==> config.mk <==
export PLATFORM = sky130hd
export DESIGN_NAME = motor_out_fmt
export DESIGN_NICKNAME = d
export VERILOG_FILES = /design/src/rtl/mfmt_pkg.sv /design/src/rtl/mfmt_seq.sv /design/src/rtl/mfmt_cmd_hold.sv /design/src/rtl/mfmt_encode.sv /design/src/rtl/motor_out_fmt.sv
export SDC_FILE = /design/constraint.sdc
export NUM_CORES = 1
export LEC_CHECK = 0
export ABC_AREA = 1
export BUFFER_PORTS_ARGS = -buffer_cell sky130_fd_sc_hd__buf_2
export CORE_AREA = 2 2 95 97
export CTS_BUF_LIST = sky130_fd_sc_hd__clkbuf_2 sky130_fd_sc_hd__clkbuf_4 sky130_fd_sc_hd__clkbuf_8
export CTS_CLUSTER_DIAMETER = 50
export DETAILED_ROUTE_END_ITERATION = 10
export DIE_AREA = 0 0 97 99
export PLACE_DENSITY = 0.48
export RECOVER_POWER = 100
export SKIP_CTS_REPAIR_TIMING = 1
export SLEW_MARGIN = 25
export SYNTH_ARGS = -nofsm -noshare
export SYNTH_HDL_FRONTEND = slang
export SYNTH_SLANG_ARGS = --single-unit
==> constraint.sdc <==
create_clock -name clk -period 6 [get_ports clk]
set_input_delay 0.6 -clock clk [delete_from_list [all_inputs] [get_ports clk]]
set_output_delay 0.6 -clock clk [all_outputs]
set_load 0.03 [all_outputs]
==> src/rtl/mfmt_pkg.sv <==
package mfmt_pkg;

    localparam logic [1:0] MODE_PAR8  = 2'b00;
    localparam logic [1:0] MODE_MUX12 = 2'b01;
    localparam logic [1:0] MODE_PWM8  = 2'b10;

    typedef enum logic [1:0] {
        ST_PAR = 2'd0,
        ST_HI  = 2'd1,
        ST_LO  = 2'd2,
        ST_PWM = 2'd3
    } fmt_state_e;

    // First state of the format family a mode selects
    function automatic fmt_state_e entry_state(input logic [1:0] m);
        fmt_state_e s;
        case (m)
            MODE_MUX12: s = ST_HI;
            MODE_PWM8:  s = ST_PWM;
            default:    s = ST_PAR;
        endcase
        return s;
    endfunction

    // True when state s already belongs to the family of mode m
    function automatic logic in_family(input fmt_state_e s, input logic [1:0] m);
        fmt_state_e e;
        e = entry_state(m);
        if (e == ST_HI)
            return (s == ST_HI) || (s == ST_LO);
        return s == e;
    endfunction

endpackage

==> src/rtl/mfmt_seq.sv <==
module mfmt_seq
    import mfmt_pkg::*;
#(
    parameter int CNT_W = 8
) (
    input  logic             clk,
    input  logic             rst_n,
    input  logic             tick,
    input  logic [1:0]       mode,
    output fmt_state_e       state,
    output logic [CNT_W-1:0] cnt,
    output logic             take
);

    localparam logic [CNT_W-1:0] CNT_LAST = '1;

    fmt_state_e       state_d;
    logic [CNT_W-1:0] cnt_d;

    always_comb begin
        state_d = state;
        cnt_d   = cnt;
        take    = 1'b0;
        if (!in_family(state, mode)) begin
            state_d = entry_state(mode);
            cnt_d   = '0;
            take    = 1'b1;
        end else begin
            unique case (state)
                ST_PAR: take = 1'b1;
                ST_HI: begin
                    if (tick) state_d = ST_LO;
                end
                ST_LO: begin
                    if (tick) begin
                        state_d = ST_HI;
                        take    = 1'b1;
                    end
                end
                ST_PWM: begin
                    if (tick) begin
                        if (cnt == CNT_LAST) begin
                            cnt_d = '0;
                            take  = 1'b1;
                        end else begin
                            cnt_d = cnt + 1'b1;
                        end
                    end
                end
            endcase
        end
    end

    always_ff @(posedge clk) begin
        if (!rst_n) begin
            state <= ST_PAR;
            cnt   <= '0;
        end else begin
            state <= state_d;
            cnt   <= cnt_d;
        end
    end


    cnt_hold_chk: assert property (@(posedge clk) disable iff (!rst_n)
        (state == ST_PWM && $past(state) == ST_PWM && !$past(tick)) |-> $stable(cnt));


    phase_hold_chk: assert property (@(posedge clk) disable iff (!rst_n)
        ($past(state) == ST_HI && !$past(tick) && $past(in_family(state, mode))) |-> state == ST_HI);

endmodule

==> src/rtl/mfmt_cmd_hold.sv <==
module mfmt_cmd_hold #(
    parameter int CMD_W = 12
) (
    input  logic             clk,
    input  logic             rst_n,
    input  logic             take,
    input  logic             load,
    input  logic [CMD_W-1:0] cmd_in,
    output logic [CMD_W-1:0] act
);

    logic [CMD_W-1:0] pend;
    logic             pend_vld;

    always_ff @(posedge clk) begin
        if (!rst_n) begin
            act      <= '0;
            pend     <= '0;
            pend_vld <= 1'b0;
        end else if (take) begin
            if (load)
                act <= cmd_in;
            else if (pend_vld)
                act <= pend;
            pend_vld <= 1'b0;
        end else if (load) begin
            pend     <= cmd_in;
            pend_vld <= 1'b1;
        end
    end

endmodule

==> src/rtl/mfmt_encode.sv <==
module mfmt_encode
    import mfmt_pkg::*;
#(
    parameter int CMD_W  = 12,
    parameter int PAR_W  = 8,
    parameter int HALF_W = 6,
    parameter int MAG_W  = 8
) (
    input  fmt_state_e       state,
    input  logic [CMD_W-1:0] act,
    input  logic [MAG_W-1:0] cnt,
    input  logic             tick,
    output logic [PAR_W-1:0] bus,
    output logic             hi_stb,
    output logic             ld_stb,
    output logic             mag_out,
    output logic             sign_out,
    output logic [MAG_W-1:0] mag
);

    localparam int               FULL_W    = 2 * HALF_W;
    localparam int               MAG_SHIFT = CMD_W - MAG_W - 1;
    localparam logic [MAG_W-1:0] MAG_MAX   = '1;
    localparam logic [CMD_W:0]   MAG_LIM   = (CMD_W + 1)'({MAG_W{1'b1}});

    logic [FULL_W-1:0] ofs;
    logic [CMD_W:0]    ext;
    logic [CMD_W:0]    absv;
    logic [CMD_W:0]    shv;

    // Offset binary: flip the sign bit of the top FULL_W command bits
    assign ofs = {~act[CMD_W-1], act[CMD_W-2 -: FULL_W-1]};

    always_comb begin
        ext  = {act[CMD_W-1], act};
        absv = act[CMD_W-1] ? (~ext + 1'b1) : ext;
        shv  = absv >> MAG_SHIFT;
        mag  = (shv > MAG_LIM) ? MAG_MAX : shv[MAG_W-1:0];
    end

    always_comb begin
        bus      = '0;
        hi_stb   = 1'b0;
        ld_stb   = 1'b0;
        mag_out  = 1'b0;
        sign_out = 1'b0;
        unique case (state)
            ST_PAR: bus = ofs[FULL_W-1 -: PAR_W];
            ST_HI: begin
                bus    = PAR_W'(ofs[FULL_W-1 -: HALF_W]);
                hi_stb = tick;
            end
            ST_LO: begin
                bus    = PAR_W'(ofs[HALF_W-1:0]);
                ld_stb = tick;
            end
            ST_PWM: begin
                sign_out = act[CMD_W-1];
                mag_out  = (mag == MAG_MAX) || (cnt < mag);
            end
        endcase
    end

endmodule

==> src/rtl/motor_out_fmt.sv <==
module motor_out_fmt
    import mfmt_pkg::*;
#(
    parameter int CMD_W  = 12,
    parameter int PAR_W  = 8,
    parameter int HALF_W = 6,
    parameter int MAG_W  = 8
) (
    input  logic             clk,
    input  logic             rst_n,
    input  logic [1:0]       mode,
    input  logic             tick,
    input  logic             cmd_load,
    input  logic [CMD_W-1:0] cmd,
    output logic [PAR_W-1:0] dac_bus,
    output logic             hi_latch_stb,
    output logic             dac_load_stb,
    output logic             pwm_mag,
    output logic             pwm_sign
);

    localparam logic [PAR_W-1:0] MID_BYTE = PAR_W'(1) << (PAR_W - 1);
    localparam logic [MAG_W-1:0] CNT_LAST = '1;
    localparam logic [MAG_W-1:0] MAG_FULL = '1;

    fmt_state_e       state;
    logic [MAG_W-1:0] cnt;
    logic             take;
    logic [CMD_W-1:0] act;
    logic [MAG_W-1:0] mag;

    mfmt_seq #(.CNT_W(MAG_W)) u_seq (
        .clk   (clk),
        .rst_n (rst_n),
        .tick  (tick),
        .mode  (mode),
        .state (state),
        .cnt   (cnt),
        .take  (take)
    );

    mfmt_cmd_hold #(.CMD_W(CMD_W)) u_hold (
        .clk    (clk),
        .rst_n  (rst_n),
        .take   (take),
        .load   (cmd_load),
        .cmd_in (cmd),
        .act    (act)
    );

    mfmt_encode #(
        .CMD_W  (CMD_W),
        .PAR_W  (PAR_W),
        .HALF_W (HALF_W),
        .MAG_W  (MAG_W)
    ) u_enc (
        .state    (state),
        .act      (act),
        .cnt      (cnt),
        .tick     (tick),
        .bus      (dac_bus),
        .hi_stb   (hi_latch_stb),
        .ld_stb   (dac_load_stb),
        .mag_out  (pwm_mag),
        .sign_out (pwm_sign),
        .mag      (mag)
    );


    zero_mid_chk: assert property (@(posedge clk) disable iff (!rst_n)
        (state == ST_PAR && act == '0) |-> dac_bus == MID_BYTE);


    strobe_excl_chk: assert property (@(posedge clk) disable iff (!rst_n)
        !(hi_latch_stb && dac_load_stb));


    mux_pair_chk: assert property (@(posedge clk) disable iff (!rst_n)
        (state == ST_LO && $past(state) == ST_HI) |-> act == $past(act));


    pwm_sign_hold_chk: assert property (@(posedge clk) disable iff (!rst_n)
        (state == ST_PWM && $past(state) == ST_PWM && $past(cnt) != CNT_LAST) |-> $stable(pwm_sign));


    pwm_full_chk: assert property (@(posedge clk) disable iff (!rst_n)
        (state == ST_PWM && mag == MAG_FULL) |-> pwm_mag);


    newest_chk: assert property (@(posedge clk) disable iff (!rst_n)
        ($past(take) && $past(cmd_load)) |-> act == $past(cmd));

endmodule

==> metrics.csv <==
metric,value,unit
r2r-end,u_hold.pend[2],
drc_errors,0,
setup_viol,0,
grt_pass1_vias,2024,
post-route-min-period,3.261,ns
cts_buffers,5,
seqPwrFrac,34.8,%
antenna_found_initial,0,
finClkSkew,0.01701,ns
firstDrtPassIters,4,
internal-power,0.4731,mW
yosysWarnings,0,
die_h,99,um
n_antenna_cell,0,
hold_viol_final,0,
rrSetupSlack,3.47,ns
drv_cap,0,
post-route-period-util,54.36,%
end_kind,primary output,
p_leak,1.249,nW
grt_overflow,0,
antenna_left,0,
clkPwrFrac,27.5,%
dp_hpwl,4242,um
pin_count,30,
die_x,97,um
finalPower,0.8070,mW
vias,2203,
grt_setup_unrepaired,false,
drive_gt1_share,7.426,%
clk-insertion-delay-late,0.30,ns
cts_tree,done,
yosysTopAreaCellShare,30.16,%
crit_path_start_kind,flop,
cp_cell_sequence,nand2_1 > nor2_1 > nand2_2 > nand3_1 > inv_1 > ha_1 > a21oi_1 > nor2_1 > a211oi_1 > nand2_1 > a21oi_1 > clkbuf_1,
place.gp.congestion,0.8317,
ys_types,26,
path_depth,12,
viasPerCell,4.303,
regToRegStartpoint,u_seq.state[1],
rows,34,
synth_nets,412,
multi_input_area,0.001319,sq mm
avgSynthCellArea,6.114,sq um
htreeDepth,2,
root_buffer,clkbuf_8,
ys_top_cells_by_area,"dfxtp_1, nand2_1, inv_1, ha_1, nor2_1",
synth_seq_cells,35,
nets,435,
crit_path_start,u_hold.act[11],
synthCells,380,
grt_start_max_net_pins,27,
critPathKind,flop to primary output,
grt_pass1_wl,9390,um
critPathSlowestCell,dfxtp_1,
cp_num_buf_inv,2,
critical_path_arrival,2.66,ns
peakVddDrop,119.9,uV
synth_top_area_cell,dfxtp_1,
cp-endpoint,pwm_mag,
port_buffers,29,
syn_to_final_growth,12.28,%
core_area,0.008551,sq mm
pwr-share-comb,37.6,%
nFillCells,964,
switchingPower,0.3339,mW
switching_share,41.38,%
powerDensity,309.4,mW/mm^2
drt_iter0_markers,113,
path_clk_slew,0.08,ns
regArea,700.7,sq um
crit_family,simple AND/OR/NAND/NOR gates,
final.setup.tns,0,ns
outcome,finished clean,
cts_max_path_buffers,2,
reg2reg_depth,7,
cts_sinks,35,
worstPathRequired,5.40,ns
path_max_fanout,16,
wirelength,5505,um
track_usage,11.91,%
max_freq,306.6,MHz
seq_area_frac_synth,30.16,%
syn_area,0.002323,sq mm
hold_path_class,flop to flop,
slew_viol_final,0,
worst_slew_pin_slew,0.8718,ns
start_util,27.17,%
slowest_delay,0.65,ns
post_drt_wl_per_cell,10.75,um
max-slew-margin-rel,41.72,%
die_area,0.009603,sq mm
[worst min path at each step]
stage / from / depth (start not counted) / endpoint
after CTS: u_hold.act[1] / 2 / u_hold.act[1]
final: u_hold.act[1] / 2 / u_hold.act[1]
after floorplan: u_hold.act[1] / 2 / u_hold.act[1]
after global routing: u_hold.act[2] / 2 / u_hold.act[2]
after global placement: u_hold.act[2] / 2 / u_hold.act[2]
after detailed placement: u_hold.act[1] / 2 / u_hold.act[1]
[synth_stat cells, drive strengths merged]
library cell,count
nand2,127
inv,56
nor2,47
dfxtp,35
nand3,31
a21oi,20
o21ai,19
ha,14
clkbuf,8
buf,5
o211ai,5
xor2,4
nor3,2
a211oi,1
a31oi,1
nand4,1
nor3b,1
o31ai,1
or2,1
xnor2,1
[per-stage QoR]
stage               cell area (sq um)  util (%)  std cells  setup WS (ns)  hold WS, ns
finish                           2609     30.51        512          2.739       0.4887
global route                     2609     30.51        512          2.478       0.5210
floorplan                        2323         -        380          3.235       0.4524
detailed placement               2539     29.69        504          3.172       0.4787
CTS                              2654     31.04        512          2.845       0.4908
global placement                 2539     29.69        504          3.233       0.4682
[placed cells by master (no fill, tap or decap)]
| master | instances |
|---|---|
| clkbuf_8 | 5 |
| o211ai_1 | 5 |
| a31oi_1 | 1 |
| a21oi_1 | 20 |
| clkbuf_1 | 13 |
| clkinvlp_4 | 1 |
| nand2_2 | 2 |
| dfxtp_1 | 35 |
| or2_2 | 1 |
| nand2_1 | 125 |
| inv_2 | 2 |
| o21ai_0 | 18 |
| bufinv_16 | 1 |
| nand3_1 | 31 |
| inv_1 | 54 |
| xor2_1 | 4 |
| nor2_2 | 1 |
| inv_6 | 1 |
| a211oi_1 | 1 |
| o21ai_1 | 1 |
| nor3_1 | 2 |
| ha_1 | 14 |
| xnor2_1 | 1 |
| o31ai_1 | 1 |
| nor2_1 | 46 |
| nand4_1 | 1 |
| buf_2 | 16 |
| nor3b_1 | 1 |
[sequential cells by signal (all words and copies together), names as in the netlist]
name,count
u_hold.pend_vld,1
u_seq.state,2
u_seq.cnt,8
u_hold.act,12
u_hold.pend,12
[area by class of cell]
class / instances / area share [%]
Clock buffer: 5 / 2.638
Clock inverter: 3 / 1.775
Inverter: 56 / 8.058
Multi-Input combinational cell: 276 / 50.55
Sequential cell: 35 / 26.86
Tap cell: 108 / 5.180
Timing Repair Buffer: 29 / 4.940
[per-layer routing]
metal / vias to the layer above / global-route usage (%) / routed length [um]
met2: 36 / 19.18 / 2425
met5: - / 0 / 0
met3: 6 / 3.121 / 209
met1: 936 / 16.25 / 2824
met4: 0 / 2.275 / 46
li1: 1225 / - / -
[worst register-to-register path, delay by kind of cell, from the launching register on]
family / cells / cell delay (ns)
simple gates: 5 / 1.29
compound gates: 1 / 0.64
flops: 1 / 0.43
buf+inv: 1 / 0.08
[cell families (layout without fill, tap and decap cells)]
family / count (synthesis) / count (layout) / share of synthesized area, %
flip-flops: 35 / 35 / 30.16
AND/OR/NAND/NOR: 210 / 210 / 37.05
buffers and inverters: 69 / 93 / 11.85
adder cells (fa/ha/maj): 14 / 14 / 7.539
AO/OA/AOI/OAI: 47 / 47 / 11.52
XOR/XNOR: 5 / 5 / 1.885
[power by group through the flow]
stage / sequential [mW] / clock, mW / combinational [mW]
floorplan: 0.278 / 0 / 0.256
global placement: 0.285 / 0 / 0.321
detailed placement: 0.286 / 0 / 0.321
CTS: 0.281 / 0.232 / 0.323
global route: 0.285 / 0.240 / 0.353
finish: 0.281 / 0.222 / 0.304
(Power assumes the default switching activity.)
